[config.mk]
export PLATFORM = sky130hd
export DESIGN_NAME = flash_mode_ctrl
export DESIGN_NICKNAME = d
export VERILOG_FILES = /design/src/rtl/flash_mode_pkg.sv /design/src/rtl/flash_cmd_arb.sv /design/src/rtl/flash_rst_qual.sv /design/src/rtl/flash_rec_timer.sv /design/src/rtl/flash_mode_ctrl.sv
export SDC_FILE = /design/constraint.sdc
export NUM_CORES = 1
export LEC_CHECK = 0
export CAP_MARGIN = 20
export CELL_PAD_IN_SITES_DETAIL_PLACEMENT = 0
export CELL_PAD_IN_SITES_GLOBAL_PLACEMENT = 1
export CORE_ASPECT_RATIO = 0.6
export CORE_MARGIN = 4
export CORE_UTILIZATION = 28
export CTS_BUF_LIST = sky130_fd_sc_hd__clkbuf_4 sky130_fd_sc_hd__clkbuf_8
export DETAILED_ROUTE_END_ITERATION = 16
export GPL_TIMING_DRIVEN = 0
export PLACE_DENSITY = 0.68
export SLEW_MARGIN = 30
export SYNTH_ARGS = -nofsm -noshare
export SYNTH_HDL_FRONTEND = slang
export SYNTH_SLANG_ARGS = --single-unit
[constraint.sdc]
create_clock -name clk -period 4.91 [get_ports clk]
set_input_delay 0.491 -clock clk [delete_from_list [all_inputs] [get_ports clk]]
set_output_delay 0.491 -clock clk [all_outputs]
set_load 0.1 [all_outputs]
[src/rtl/flash_mode_pkg.sv]
package flash_mode_pkg;

    typedef enum logic [3:0] {
        MD_ARRAY = 4'd0,
        MD_AUTO  = 4'd1,
        MD_LOCK  = 4'd2,
        MD_CFG   = 4'd3,
        MD_PROG  = 4'd4,
        MD_ERASE = 4'd5,
        MD_SUSP  = 4'd6,
        MD_FAIL  = 4'd7,
        MD_HOLD  = 4'd8,
        MD_RECOV = 4'd9
    } mode_t;

    // command strobe positions, lowest index wins
    localparam int NCMD     = 8;
    localparam int G_SWRST  = 0;
    localparam int G_SUSP   = 1;
    localparam int G_RESUME = 2;
    localparam int G_PROG   = 3;
    localparam int G_ERASE  = 4;
    localparam int G_LOCK   = 5;
    localparam int G_CFG    = 6;
    localparam int G_AUTO   = 7;

    typedef struct packed {
        mode_t mode;
        logic  susp;
        logic  cfg_rst;
        logic  abort;
    } ctrl_t;

endpackage

[src/rtl/flash_cmd_arb.sv]
module flash_cmd_arb #(
    parameter int N = 8
) (
    input  logic [N-1:0] req,
    output logic [N-1:0] grant
);
    logic [N-1:0] seen;

    assign seen[0]  = req[0];
    assign grant[0] = req[0];

    for (genvar i = 1; i < N; i++) begin : g_pri
        assign grant[i] = req[i] & ~seen[i-1];
        assign seen[i]  = seen[i-1] | req[i];
    end
endmodule

[src/rtl/flash_rst_qual.sv]
module flash_rst_qual #(
    parameter int MIN_LOW = 4
) (
    input  logic clk,
    input  logic rst_n,
    input  logic pin_n,
    output logic qual
);
    localparam int CW = $clog2(MIN_LOW + 1);
    localparam logic [CW-1:0] LAST = CW'(MIN_LOW - 1);
    localparam logic [CW-1:0] SAT  = CW'(MIN_LOW);

    logic [CW-1:0] cnt_d, cnt_q;

    always_comb begin
        cnt_d = cnt_q;
        if (pin_n)
            cnt_d = '0;
        else if (cnt_q != SAT)
            cnt_d = cnt_q + 1'b1;
    end

    always_ff @(posedge clk or negedge rst_n) begin
        if (!rst_n) cnt_q <= '0;
        else        cnt_q <= cnt_d;
    end

    assign qual = !pin_n && (cnt_q == LAST);

    // a held-low pin qualifies once, not on every cycle
    a_r1_single_qual: assert property (@(posedge clk) disable iff (!rst_n)
        qual |=> !qual);
    // a rising pin clears any partial count
    a_r2_pin_high_no_qual: assert property (@(posedge clk) disable iff (!rst_n)
        pin_n |=> (pin_n || !qual || MIN_LOW == 1));
endmodule

[src/rtl/flash_rec_timer.sv]
module flash_rec_timer #(
    parameter int REC_CYC = 3
) (
    input  logic clk,
    input  logic rst_n,
    input  logic load,
    input  logic dec,
    output logic expired
);
    localparam int RW = $clog2(REC_CYC + 1);
    localparam logic [RW-1:0] START = RW'(REC_CYC - 1);

    logic [RW-1:0] cnt_d, cnt_q;

    always_comb begin
        cnt_d = cnt_q;
        if (load)
            cnt_d = START;
        else if (dec && cnt_q != '0)
            cnt_d = cnt_q - 1'b1;
    end

    always_ff @(posedge clk or negedge rst_n) begin
        if (!rst_n) cnt_q <= '0;
        else        cnt_q <= cnt_d;
    end

    assign expired = (cnt_q == '0);

    // a loaded recovery interval is not already over
    a_r5_load_not_expired: assert property (@(posedge clk) disable iff (!rst_n)
        (load && REC_CYC > 1) |=> !expired);
endmodule

[src/rtl/flash_mode_ctrl.sv]
module flash_mode_ctrl
    import flash_mode_pkg::*;
#(
    parameter int MIN_LOW = 4,
    parameter int REC_CYC = 3
) (
    input  logic       clk,
    input  logic       rst_n,
    input  logic       reset_pin_n,
    input  logic       ce_n,
    input  logic       cmd_swreset,
    input  logic       cmd_autosel,
    input  logic       cmd_lock,
    input  logic       cmd_cfgrd,
    input  logic       cmd_prog,
    input  logic       cmd_erase,
    input  logic       cmd_suspend,
    input  logic       cmd_resume,
    input  logic       op_done,
    input  logic       op_fail,
    output logic       rdy,
    output logic       out_en,
    output logic       cfg_rst,
    output logic       op_abort,
    output logic [3:0] mode
);
    ctrl_t cur_q, nxt_d;
    logic [NCMD-1:0] req, grant;
    logic qual, rec_load, rec_dec, rec_expired, cmd_ok;
    mode_t back_mode;

    assign req = {cmd_autosel, cmd_cfgrd, cmd_lock, cmd_erase,
                  cmd_prog, cmd_resume, cmd_suspend, cmd_swreset};

    flash_cmd_arb #(.N(NCMD)) u_arb (
        .req   (req),
        .grant (grant)
    );

    flash_rst_qual #(.MIN_LOW(MIN_LOW)) u_qual (
        .clk   (clk),
        .rst_n (rst_n),
        .pin_n (reset_pin_n),
        .qual  (qual)
    );

    flash_rec_timer #(.REC_CYC(REC_CYC)) u_rec (
        .clk     (clk),
        .rst_n   (rst_n),
        .load    (rec_load),
        .dec     (rec_dec),
        .expired (rec_expired)
    );

    assign cmd_ok    = reset_pin_n;
    assign back_mode = cur_q.susp ? MD_SUSP : MD_ARRAY;

    always_comb begin
        nxt_d         = cur_q;
        nxt_d.cfg_rst = 1'b0;
        nxt_d.abort   = 1'b0;
        rec_load      = 1'b0;
        rec_dec       = 1'b0;
        if (qual) begin
            nxt_d.mode    = MD_HOLD;
            nxt_d.susp    = 1'b0;
            nxt_d.cfg_rst = 1'b1;
            nxt_d.abort   = (cur_q.mode == MD_PROG) || (cur_q.mode == MD_ERASE)
                         || (cur_q.mode == MD_SUSP);
        end else begin
            case (cur_q.mode)
                MD_HOLD: begin
                    if (reset_pin_n) begin
                        nxt_d.mode = MD_RECOV;
                        rec_load   = 1'b1;
                    end
                end
                MD_RECOV: begin
                    if (rec_expired) nxt_d.mode = MD_ARRAY;
                    else             rec_dec    = 1'b1;
                end
                MD_PROG: begin
                    if (op_fail)      nxt_d.mode = MD_FAIL;
                    else if (op_done) nxt_d.mode = back_mode;
                end
                MD_ERASE: begin
                    if (op_fail) begin
                        nxt_d.mode = MD_FAIL;
                        nxt_d.susp = 1'b0;
                    end else if (op_done) begin
                        nxt_d.mode = MD_ARRAY;
                        nxt_d.susp = 1'b0;
                    end else if (cmd_ok && grant[G_SUSP]) begin
                        nxt_d.mode = MD_SUSP;
                        nxt_d.susp = 1'b1;
                    end
                end
                MD_ARRAY: begin
                    if (cmd_ok) begin
                        if (grant[G_PROG])       nxt_d.mode = MD_PROG;
                        else if (grant[G_ERASE]) nxt_d.mode = MD_ERASE;
                        else if (grant[G_LOCK])  nxt_d.mode = MD_LOCK;
                        else if (grant[G_CFG])   nxt_d.mode = MD_CFG;
                        else if (grant[G_AUTO])  nxt_d.mode = MD_AUTO;
                    end
                end
                MD_AUTO, MD_LOCK, MD_CFG, MD_FAIL: begin
                    if (cmd_ok && grant[G_SWRST]) nxt_d.mode = back_mode;
                end
                MD_SUSP: begin
                    if (cmd_ok) begin
                        if (grant[G_SWRST]) begin
                            nxt_d.mode = back_mode;
                        end else if (grant[G_RESUME]) begin
                            nxt_d.mode = MD_ERASE;
                            nxt_d.susp = 1'b0;
                        end else if (grant[G_PROG]) begin
                            nxt_d.mode = MD_PROG;
                        end else if (grant[G_CFG]) begin
                            nxt_d.mode = MD_CFG;
                        end else if (grant[G_AUTO]) begin
                            nxt_d.mode = MD_AUTO;
                        end
                    end
                end
                default: nxt_d.mode = MD_ARRAY;
            endcase
        end
    end

    always_ff @(posedge clk or negedge rst_n) begin
        if (!rst_n) begin
            cur_q.mode    <= MD_ARRAY;
            cur_q.susp    <= 1'b0;
            cur_q.cfg_rst <= 1'b0;
            cur_q.abort   <= 1'b0;
        end else begin
            cur_q <= nxt_d;
        end
    end

    assign mode     = cur_q.mode;
    assign cfg_rst  = cur_q.cfg_rst;
    assign op_abort = cur_q.abort;
    assign rdy      = !ce_n && (cur_q.mode != MD_HOLD) && (cur_q.mode != MD_RECOV);
    assign out_en   = !ce_n && (cur_q.mode != MD_HOLD);

    // a qualified pulse lands in reset hold with a config reset pulse
    a_r1_hold_after_qual: assert property (@(posedge clk) disable iff (!rst_n)
        qual |=> (mode == MD_HOLD) && cfg_rst);
    // commands are dropped while the pin is low
    a_r3_cmds_gated: assert property (@(posedge clk) disable iff (!rst_n)
        (!reset_pin_n && cur_q.mode == MD_ARRAY && !qual) |=> (mode == MD_ARRAY));
    // the failed mode persists until a software reset
    a_r7_fail_sticky: assert property (@(posedge clk) disable iff (!rst_n)
        (cur_q.mode == MD_FAIL && !cmd_swreset && reset_pin_n) |=> (mode == MD_FAIL));
    // erase-suspend read always carries the suspended flag
    a_r8_susp_flag: assert property (@(posedge clk) disable iff (!rst_n)
        (cur_q.mode == MD_SUSP) |-> cur_q.susp);
    // a lone resume in suspend goes back to erasing
    a_r9_resume: assert property (@(posedge clk) disable iff (!rst_n)
        (cur_q.mode == MD_SUSP && reset_pin_n && cmd_resume && !cmd_swreset
         && !cmd_suspend) |=> (mode == MD_ERASE));
endmodule

==> results of run 1 <==
[critical path: stages (launching register included)]
cell	delay [ns]
dfrtp_1	0.41
buf_2	0.19
nor2b_1	0.16
a21oi_1	0.17
clkdlybuf4s50_1	1.17
[report_power, final]
group	switching [mW]	total, mW	internal (mW)	leakage [nW]
clock	0.0332	0.0870	0.0538	0.0216
sequential	0.0298	0.165	0.136	0.158
combinational	0.373	0.570	0.197	0.379
total	0.436	0.822	0.387	0.559
[cell usage after synthesis, types with 2 or more instances]
library cell	n	area [sq um]
nor3_1	4	20.02
o21ai_0	3	15.01
nand2b_1	2	12.51
o21a_1	2	15.01
a211oi_1	3	22.52
buf_2	7	35.03
nand2_1	5	18.77
o211ai_1	3	22.52
and3_1	3	18.77
a21o_1	2	15.01
nand3_1	4	20.02
dfrtp_1	12	300.3
a2111oi_0	2	17.52
xnor2_1	2	17.52
a21oi_1	9	45.04
o22ai_1	3	18.77
nor2_1	11	41.29
ha_1	4	50.05
inv_1	9	33.78
or3_1	2	12.51
nor2b_1	4	25.02
and2_1	2	12.51
[worst max-delay path by stage]
stage          slack [ns]  cells past startpoint  endpoint
6_report             2.08                      4       rdy
5_1_grt              2.00                      4       rdy
4_1_cts              2.06                      4       rdy
3_5_place_dp         2.20                      3       rdy
3_3_place_gp         2.24                      3       rdy
2_1_floorplan        1.60                      3    out_en
[routing by layer]
layer,GRT usage [%],wire (um),up-vias
met5,0,0,-
met4,2.368,19,0
met3,3.308,272,2
met2,19.31,1195,39
met1,17.56,1260,466
li1,-,-,492
[final cells by class]
cell class	instances	area, sq um	share of cell area, %
Buffer	7	35.03	2.679
Clock buffer	3	41.29	3.158
Inverter	9	33.78	2.584
Multi-Input combinational cell	93	650.6	49.76
Sequential cell	12	300.3	22.97
Tap cell	45	56.30	4.306
Timing Repair Buffer	19	190.2	14.55
[stage by stage]
step,power (mW),instances
after CTS,0.8273,188
final,0.8224,188
after floorplan,0.6050,121
after global placement,0.7302,185
after global routing,0.8869,188
after detailed placement,0.7367,185
[flip-flops by register name, summed over array words and instances, names as in the netlist]
name and flops:
u_qual.cnt_q 3, u_rec.cnt_q 2, cfg_rst 1, cur_q 1, mode 4, op_abort 1
[cell families after synthesis]
family	after synthesis	share of synthesized area, %
DFF	12	29.45
muxes	1	0.9816
buffers and inverters	16	6.748
and+or+nand+nor	49	28.59
adders and majority gates	5	5.890
xor gates and xnor gates	2	1.718
AOI/OAI and AO/OA	36	26.63
==> results.md, run 1 <==
* Max-slew headroom at 33.52%
* DR iter-0 viols at 120
* Most used DFF post-synth: dfrtp_1
* Post-Syn Area at 0.001020 sq mm
* Clock network latency to the later pin of the worst-skew pair at 0.24 ns
* Minimum clock period at 2.833 ns
* Post-DP HPWL at 2251 um
* CTS Hold Bufs at 0
* Routed vias/inst at 5.314
* Worst reg2reg endpoint: mode[2]$_DFFE_PN0P_
* Row count at 16
* Initial antenna violation count at 0
* First-pass DRT Iterations at 5
* Total gr overflow at 0
* Setup bufs post-CTS at 0
* Final WS setup at 2.077 ns
* ANT cells at 0
* Sequential-to-total area share from yosys stat at 29.45%
* DRT antenna net count at 0
* Syn avg cell area at 8.428 sq um
* Most common cell after layout, fill and taps aside: clkdlybuf4s50_1
* H-Tree Depth at 1
* Area Overhead vs Synth at 28.22%
* CP Launch Type: flop
* Final-layout fill cell count at 352
* Share of cells above drive strength 1 at 12.59%
* Worst EP arrival at 2.34 ns
* First-pass GRT wire length at 4526 um
* Vias in the first global route at 914
* Final core occ at 38.65%
* Cts repair resizes at 0
* Final setup vio count at 0
* Clk_skew at 0.001457 ns
* DRC Markers at 0
* Die width at 85.91 um
* Detailed Route WL at 2748 um
* Hold path start: u_rec.cnt_q[1]$_DFFE_PN0P_
* Clock Tree Root: clkbuf_8
* Fmax at 353.0 MHz
* R2R setup slack at 2.85 ns
* Pwr per Cell Area at 629.0 mW/mm^2
* Cells after synthesis at 121
* Worst EP required at 4.42 ns
* Pre-CTS setup slack at 2.202 ns
* Num ports at 22
* Commonest cells after routing, fill and taps aside: 19 x clkdlybuf4s50_1, 12 x dfrtp_1, 11 x nor2_1
* Total GRT Usage at 12.47%
* Clk buf depth at 2
* Pins over their slew limit at 0
* Yosys warns at 0
* Clk sink count at 12
* Synth async-reset ratio at 100.0%
* Num CTS Buffers at 3
* Number of synthesized register bits at 12
* Synth unique cells at 45
* Setup_tns at 0 ns
* Slew @ Worst Pin at 0.9940 ns
* DIE HEIGHT at 54.75 um
* Leakage power at 0.5589 nW
* R2r worst-path depth at 8
* Setup crit end kind: output pin
* DR vias at 999
* Syn nets at 139
* Full die area at 0.004703 sq mm
* Setup Crit Path Kind: flop to output pin
* Final hold vios at 0
* CP Launch Point: mode[3]$_DFFE_PN0P_
* Worst Hold Depth at 2
* Largest net degree at the start of global routing at 13
* DP Area at 0.001266 sq mm
* Final net count at 163
* Hold Crit Class: flop to flop
* CTS tree: yes
* Reg2reg start: u_qual.cnt_q[0]$_DFFE_PN0P_
* Period Utilization, post-route at 57.70%
* Peak supply drop at 0.4297 mV
* Starting Density at 30.14%
* Port Buf Inserts at 19
* Cell area after layout at 0.001308 sq mm
* GP Congestion at 0.8719
* Clock Pin Slew Worst Setup and Hold Paths at 0.05 ns
* Maxcap violations at 0
* Core area at 0.003383 sq mm
* Critical path fanouts, max at 10
* EDFF count, synth at 0
* Status: complete, no violations
* RSZ-0062 raised after global routing: false
* Hold Slack at 0.5067 ns
* Wirelength per Cell at 14.62 um
* Hold EP: u_rec.cnt_q[1]$_DFFE_PN0P_
No activity file was read; power rests on OpenSTA's default activity.
==> inputs of run 2 (changes only) <==
==> constraint.sdc (replaced) <==
create_clock -name clk -period 2.8 [get_ports clk]
set_input_delay 0.28 -clock clk [delete_from_list [all_inputs] [get_ports clk]]
set_output_delay 0.28 -clock clk [all_outputs]
set_load 0.1 [all_outputs]
==> run 2 against run 1 <==
  * Utilization rose by 0.52 points
  * Clock skew rose by 0.00069 ns
  * Sequential share of layout area fell by 0.30 points
  * First-iteration DRC count rose by 19%
  * Final area rose by 1.3%
  * Global-route usage rose by 0.52 points
  * Combinational power rose by 77%
  * Register-to-register slack got worse by 2.1 ns
  * Wire length fell by 1.7%
  * Count of clock-buffer cells in the layout rose by 1
==> results.md, run 2 (synthesized netlist as in run 1, its figures left out) <==
* Status: complete, no violations
* Pwr per Cell Area at 1127 mW/mm^2 (+79%)
* Final setup vio count at 0 (unchanged)
* Period Utilization, post-route at 93.62%
* Setup crit end kind: output pin
* Wirelength per Cell at 14.29 um (-2.3%)
* Commonest cells after routing, fill and taps aside: 19 x clkdlybuf4s50_1, 12 x dfrtp_1, 11 x nor2_1
* CTS tree: yes
* Cell area after layout at 0.001325 sq mm (+1.3%)
* Num ports at 22 (unchanged)
* Largest reg by FF count: mode
* DIE HEIGHT at 54.75 um (unchanged)
* Max-slew headroom at 34.93% (+1.4 points)
* Total gr overflow at 0 (unchanged)
* Fin cells at 189 (+0.53%)
* GP Congestion at 0.8496 (-2.6%)
* Routed vias/inst at 5.328 (+0.27%)
* Total power draw at 1.493 mW (+82%)
* Worst EP arrival at 2.34 ns (about the same)
* Worst-path cell chain: buf_2, nor2b_1, a21oi_1, clkdlybuf4s50_1
* CP Launch Type: flop
* Leakage power at 0.5663 nW (+1.3%)
* Largest registers: mode: 4 flops, u_qual.cnt_q: 3 flops, u_rec.cnt_q: 2 flops
* Clk buf depth at 2 (unchanged)
* Pins over their slew limit at 0 (unchanged)
* Clock Pin Slew Worst Setup and Hold Paths at 0.05 ns (about the same)
* Row count at 16 (unchanged)
* Slew @ Worst Pin at 0.9731 ns (-0.02096 ns)
* DR vias at 1,007 (+0.80%)
* Area Overhead vs Synth at 29.94%
* M1 GR Usage at 20.30% (+2.7 points)
* Cts repair resizes at 0 (unchanged)
* Post-DP HPWL at 2163 um (-3.9%)
* Starting Density at 30.14% (unchanged)
* Final-layout fill cell count at 340 (-3.4%)
* H-Tree Depth at 1 (unchanged)
* Core area at 0.003383 sq mm (unchanged)
* Critical path fanouts, max at 10 (unchanged)
* CTS Hold Bufs at 0 (unchanged)
* Die width at 85.91 um (unchanged)
* Detailed Route WL at 2700 um (-1.7%)
* Gr busiest metal: met1
* Final core occ at 39.16% (+0.52 points)
* Max reg flops at 4 (unchanged)
* Placed Cells at 185 (unchanged)
* Port Buf Inserts at 19 (unchanged)
* GRT met2 Usage at 16.37% (-2.9 points)
* Largest net degree at the start of global routing at 13 (unchanged)
* Share of cells above drive strength 1 at 13.89% (+1.3 points)
* Setup Crit Path Kind: flop to output pin
* Crit-path max cell delay at 1.15 ns (-0.02 ns)
* Worst EP required at 2.52 ns (-1.90 ns)
* Clk_skew at 0.002148 ns (+0.0006914 ns)
* RSZ-0062 raised after global routing: false
* DP Area at 0.001270 sq mm (+0.30%)
* Final net count at 163 (unchanged)
* Clock Tree Root: clkbuf_8
* Pre-CTS setup slack at 0.4489 ns (-1.753 ns)
* DRC Markers at 0 (unchanged)
* DRT antenna net count at 0 (unchanged)
* Vias in the first global route at 896 (-2.0%)
* Peak supply drop at 0.7636 mV (+78%)
* Initial antenna violation count at 0 (unchanged)
* Full die area at 0.004703 sq mm (unchanged)
* Final hold vios at 0 (unchanged)
* First-pass DRT Iterations at 4 (-1)
* Clock network latency to the later pin of the worst-skew pair at 0.24 ns (about the same)
* Final WS setup at 0.1785 ns (-1.899 ns)
* First-pass GRT wire length at 4595 um (+1.5%)
* Fmax at 381.5 MHz
* Clk sink count at 12 (unchanged)
* Setup_tns at 0 ns (unchanged)
* Met3 Usage GRT at 4.060% (+0.75 points)
* Minimum clock period at 2.621 ns
* Setup bufs post-CTS at 0 (unchanged)
* Total GRT Usage at 12.99% (+0.52 points)
* ANT cells at 0 (unchanged)
* Slowest cell on crit path: clkdlybuf4s50_1
* Hold Crit Class: input port to flop
* Most common cell after layout, fill and taps aside: clkdlybuf4s50_1
* Seq. cell area at 300.3 sq um (unchanged)
* DR iter-0 viols at 143 (+19%)
* Num CTS Buffers at 3 (unchanged)
* Maxcap violations at 0 (unchanged)
* Hold Slack at 0.3294 ns (-0.1773 ns)
* Area of the multi-input gates at 654.4 sq um (+0.58%)
[run 2: cell count changes in the layout (fill, tap and decap cells not counted)]
| cell | previous run | this run |
|---|---|---|
| a21oi_2 | 0 | 1 |
| clkbuf_8 | 3 | 4 |
| a21oi_1 | 9 | 8 |
[run 2: path summary, 6_finish.rpt]
| check | from | endpoint | slack [ns] | cells past startpoint |
|---|---|---|---|---|
| max in group asynchronous | rst_n | mode[2]$_DFFE_PN0P_ | 2.05 | 1 |
| worst max register to register | u_qual.cnt_q[0]$_DFFE_PN0P_ | mode[0]$_DFFE_PN0P_ | 0.73 | 8 |
| worst max-delay path | mode[3]$_DFFE_PN0P_ | out_en | 0.18 | 4 |
| min in group asynchronous | rst_n | cfg_rst$_DFF_PN0_ | 0.39 | 1 |
| worst min register to register | u_rec.cnt_q[1]$_DFFE_PN0P_ | u_rec.cnt_q[1]$_DFFE_PN0P_ | 0.50 | 2 |
| worst min-delay path | reset_pin_n | u_qual.cnt_q[1]$_DFFE_PN0P_ | 0.33 | 2 |
[run 2: final cells by class]
cell class / instances / area share, %
clock buffers: 4 / 4.155
repair buffers: 19 / 14.35
multi-input cells: 93 / 49.39
flip-flops and latches: 12 / 22.66
inverters: 9 / 2.550
well taps: 45 / 4.249
plain buffers: 7 / 2.644
[run 2: worst max-delay path: cells and delay by family, from the launching register on]
kind / cells / cell delay, ns
compound gates: 1 / 0.14
simple gates: 1 / 0.18
flops: 1 / 0.42
buf+inv: 2 / 1.35
[run 2: layer usage]
metal,vias to the layer above,wire length [um]
met5,-,0
met2,43,957
li1,493,-
met4,0,12
met1,469,1499
met3,2,231
[run 2: where the power goes]
part           internal (mW)  total (mW)  leakage [nW]  switching [mW]
clock network          0.124       0.189        0.0288          0.0650
logic                  0.347        1.01         0.379           0.659
registers              0.238       0.297         0.158          0.0592
==> inputs of run 3 (changes only) <==
--- a/config.mk
+++ b/config.mk
@@ -13,8 +13,9 @@
 export CORE_UTILIZATION = 28
 export CTS_BUF_LIST = sky130_fd_sc_hd__clkbuf_4 sky130_fd_sc_hd__clkbuf_8
 export DETAILED_ROUTE_END_ITERATION = 16
+export DONT_BUFFER_PORTS = 1
 export GPL_TIMING_DRIVEN = 0
-export PLACE_DENSITY = 0.68
+export PLACE_DENSITY = 0.58
 export SLEW_MARGIN = 30
 export SYNTH_ARGS = -nofsm -noshare
 export SYNTH_HDL_FRONTEND = slang
==> run 3 against run 2 <==
  * Sequential share of layout area grew 3.5 points
  * Total power shrank 7.7%
  * Highest routed layer unchanged
  * Cell count shrank 10%
  * Count of clock-buffer cells in the layout shrank 1
  * Non-clock buffer count shrank 18
  * Clock power shrank 19%
  * Largest cell class unchanged
  * Register-to-register slack lost 0.51 ns
  * Global-route usage shrank 0.23 points
  * Utilization shrank 5.2 points
  * First-iteration DRC count shrank 45%
  * Critical endpoint is now rdy
==> results.md, run 3 (synthesized netlist as in run 1, its figures left out) <==
* CP endpoint: rdy
* Final-layout fill cell count at 355 (+4.4%)
* DR vias at 915 (-9.1%)
* Peak supply drop at 0.4820 mV (-37%)
* DIE HEIGHT at 54.75 um (unchanged)
* Fmax at 386.2 MHz (+1.2%)
* Hold Slack at 0.3504 ns (+0.02108 ns)
* Period Utilization, post-route at 92.49% (-1.1 points)
* Pins over their slew limit at 0 (unchanged)
* Setup Crit Path Kind: flop to output pin
* Most common cell after layout, fill and taps aside: dfrtp_1
* Area of the multi-input gates at 673.1 sq um (+2.9%)
* Core area at 0.003383 sq mm (unchanged)
* Placed Cells at 166 (-10%)
* H-Tree Depth at 1 (unchanged)
* R2r worst-path depth at 6 (-2)
* CTS tree: yes
* Worst EP required at 2.52 ns (about the same)
* Minimum clock period at 2.590 ns (-0.03189 ns)
* Setup crit end kind: output pin
* Detailed Route WL at 2705 um (+0.19%)
* Worst reg2reg endpoint: mode[2]$_DFFE_PN0P_
* Clk sink count at 12 (unchanged)
* Final hold vios at 0 (unchanged)
* CP Launch Type: flop
* DP Area at 0.001099 sq mm (-13%)
* Row count at 16 (unchanged)
* Worst-path cell chain: buf_2, nor2b_1, a21oi_4
* Leakage power at 0.4951 nW (-13%)
* Vias in the first global route at 916 (+2.2%)
* Wirelength per Cell at 15.91 um (+11%)
* ANT cells at 0 (unchanged)
* Num ports at 22 (unchanged)
* Final setup vio count at 0 (unchanged)
* Full die area at 0.004703 sq mm (unchanged)
* Seq. cell area at 300.3 sq um (unchanged)
* Cell area after layout at 0.001150 sq mm (-13%)
* Status: complete, no violations
* DRT antenna net count at 0 (unchanged)
* Post-DP HPWL at 2161 um (-0.12%)
* CP Launch Point: mode[2]$_DFFE_PN0P_
* Clock Pin Slew Worst Setup and Hold Paths at 0.05 ns (about the same)
* Clk buf depth at 2 (unchanged)
* DRC Markers at 0 (unchanged)
* Slew @ Worst Pin at 0.9562 ns (-0.01691 ns)
* GP Congestion at 0.7930 (-6.7%)
* First-pass GRT wire length at 4450 um (-3.2%)
* Share of cells above drive strength 1 at 16.00% (+2.1 points)
* Critical path fanouts, max at 10 (unchanged)
* Setup bufs post-CTS at 0 (unchanged)
* First-pass DRT Iterations at 4 (unchanged)
* Reg2reg start: mode[2]$_DFFE_PN0P_
* Hold Crit Class: input port to flop
* Slowest cell on crit path: dfrtp_1
* Largest registers: mode: 4 flops, u_qual.cnt_q: 3 flops, u_rec.cnt_q: 2 flops
* Total gr overflow at 0 (unchanged)
* Final net count at 145 (-11%)
* R2R setup slack at 0.22 ns (-0.51 ns)
* Num CTS Buffers at 3 (unchanged)
* Starting Density at 30.14% (unchanged)
* Total GRT Usage at 12.76% (-0.23 points)
* Clock Tree Root: clkbuf_8
* Initial antenna violation count at 0 (unchanged)
* Largest net degree at the start of global routing at 13 (unchanged)
* DR iter-0 viols at 78 (-45%)
* Die width at 85.91 um (unchanged)
* Max reg flops at 4 (unchanged)
* Pwr per Cell Area at 1198 mW/mm^2 (+6.4%)
* Area Overhead vs Synth at 12.76%
* RSZ-0062 raised after global routing: false
* Setup_tns at 0 ns (unchanged)
* Maxcap violations at 0 (unchanged)
* Largest reg by FF count: mode
* Fin cells at 170 (-10%)
* Clk_skew at 0.002069 ns (-0.00007914 ns)
* Commonest cells after routing, fill and taps aside: 12 x dfrtp_1, 11 x nor2_1, 9 x inv_1
* Worst EP arrival at 2.31 ns (-0.03 ns)
* Max-slew headroom at 36.26% (+1.3 points)
* Clock network latency to the later pin of the worst-skew pair at 0.24 ns (about the same)
* Port Buf Inserts at 0 (-19)
* Routed vias/inst at 5.382 (+1.0%)
* Total power draw at 1.378 mW (-7.7%)
* Crit-path max cell delay at 0.96 ns (-0.19 ns)
## run 3: cell count changes in the layout (fill, tap and decap cells not counted), sizes merged
| cell | delta |
|---|---|
| dlygate4sd3 | +1 |
| clkbuf | -1 |
| clkdlybuf4s50 | -19 |
## run 3: worst max-delay path: cells and delay by family (launching register included)
kind,cells,cell delay (ns)
compound gates,1,0.61
simple gates,1,0.15
buf+inv,1,0.35
flops,1,0.96
## run 3: per-stage QoR
step / utilization, % / setup WS (ns)
after global routing: 33.99 / 0.06913
after detailed placement: 32.47 / 0.2327
after CTS: 33.99 / 0.1950
after floorplan: - / -0.2990
final: 33.99 / 0.2104
after global placement: 31.92 / -0.4232
## run 3: how the worst min path moves through the flow
stage,slack [ns],depth (start not counted),endpoint,start
floorplan,-0.02,0,cfg_rst$_DFF_PN0_,rst_n
global placement,-0.02,0,u_rec.cnt_q[1]$_DFFE_PN0P_,rst_n
detailed placement,-0.02,0,u_rec.cnt_q[1]$_DFFE_PN0P_,rst_n
CTS,0.36,2,u_qual.cnt_q[1]$_DFFE_PN0P_,reset_pin_n
global route,0.37,2,u_qual.cnt_q[2]$_DFFE_PN0P_,reset_pin_n
finish,0.35,2,u_qual.cnt_q[1]$_DFFE_PN0P_,reset_pin_n
## run 3: what timing repair did
| item | 4_1_cts | 5_1_grt |
|---|---|---|
| gates resized for setup | 0 | 0 |
| hold endpoints to repair | 12 | 0 |
| hold buffers | 1 | 0 |
## run 3: area by class of cell
cell class / count / share of cell area [%]
sequential: 12 / 26.12
inverter: 9 / 2.938
multi-input combinational: 93 / 58.54
timing repair buffer: 1 / 0.8705
tap: 45 / 4.897
buffer: 7 / 3.047
clock buffer: 3 / 3.591
## run 3: layer usage
layer	vias to the layer above	share of wire (%)	global-route usage, %
met5	-	0	0
met4	0	0.30	3.158
met3	2	8.5	4.662
met2	22	38	18.16
met1	436	53	18.07
li1	455	-	-
## run 3: power breakdown
| group | internal [mW] | switching [mW] |
|---|---|---|
| clock | 0.0944 | 0.0582 |
| sequential | 0.233 | 0.261 |
| combinational | 0.285 | 0.447 |
| total | 0.612 | 0.766 |
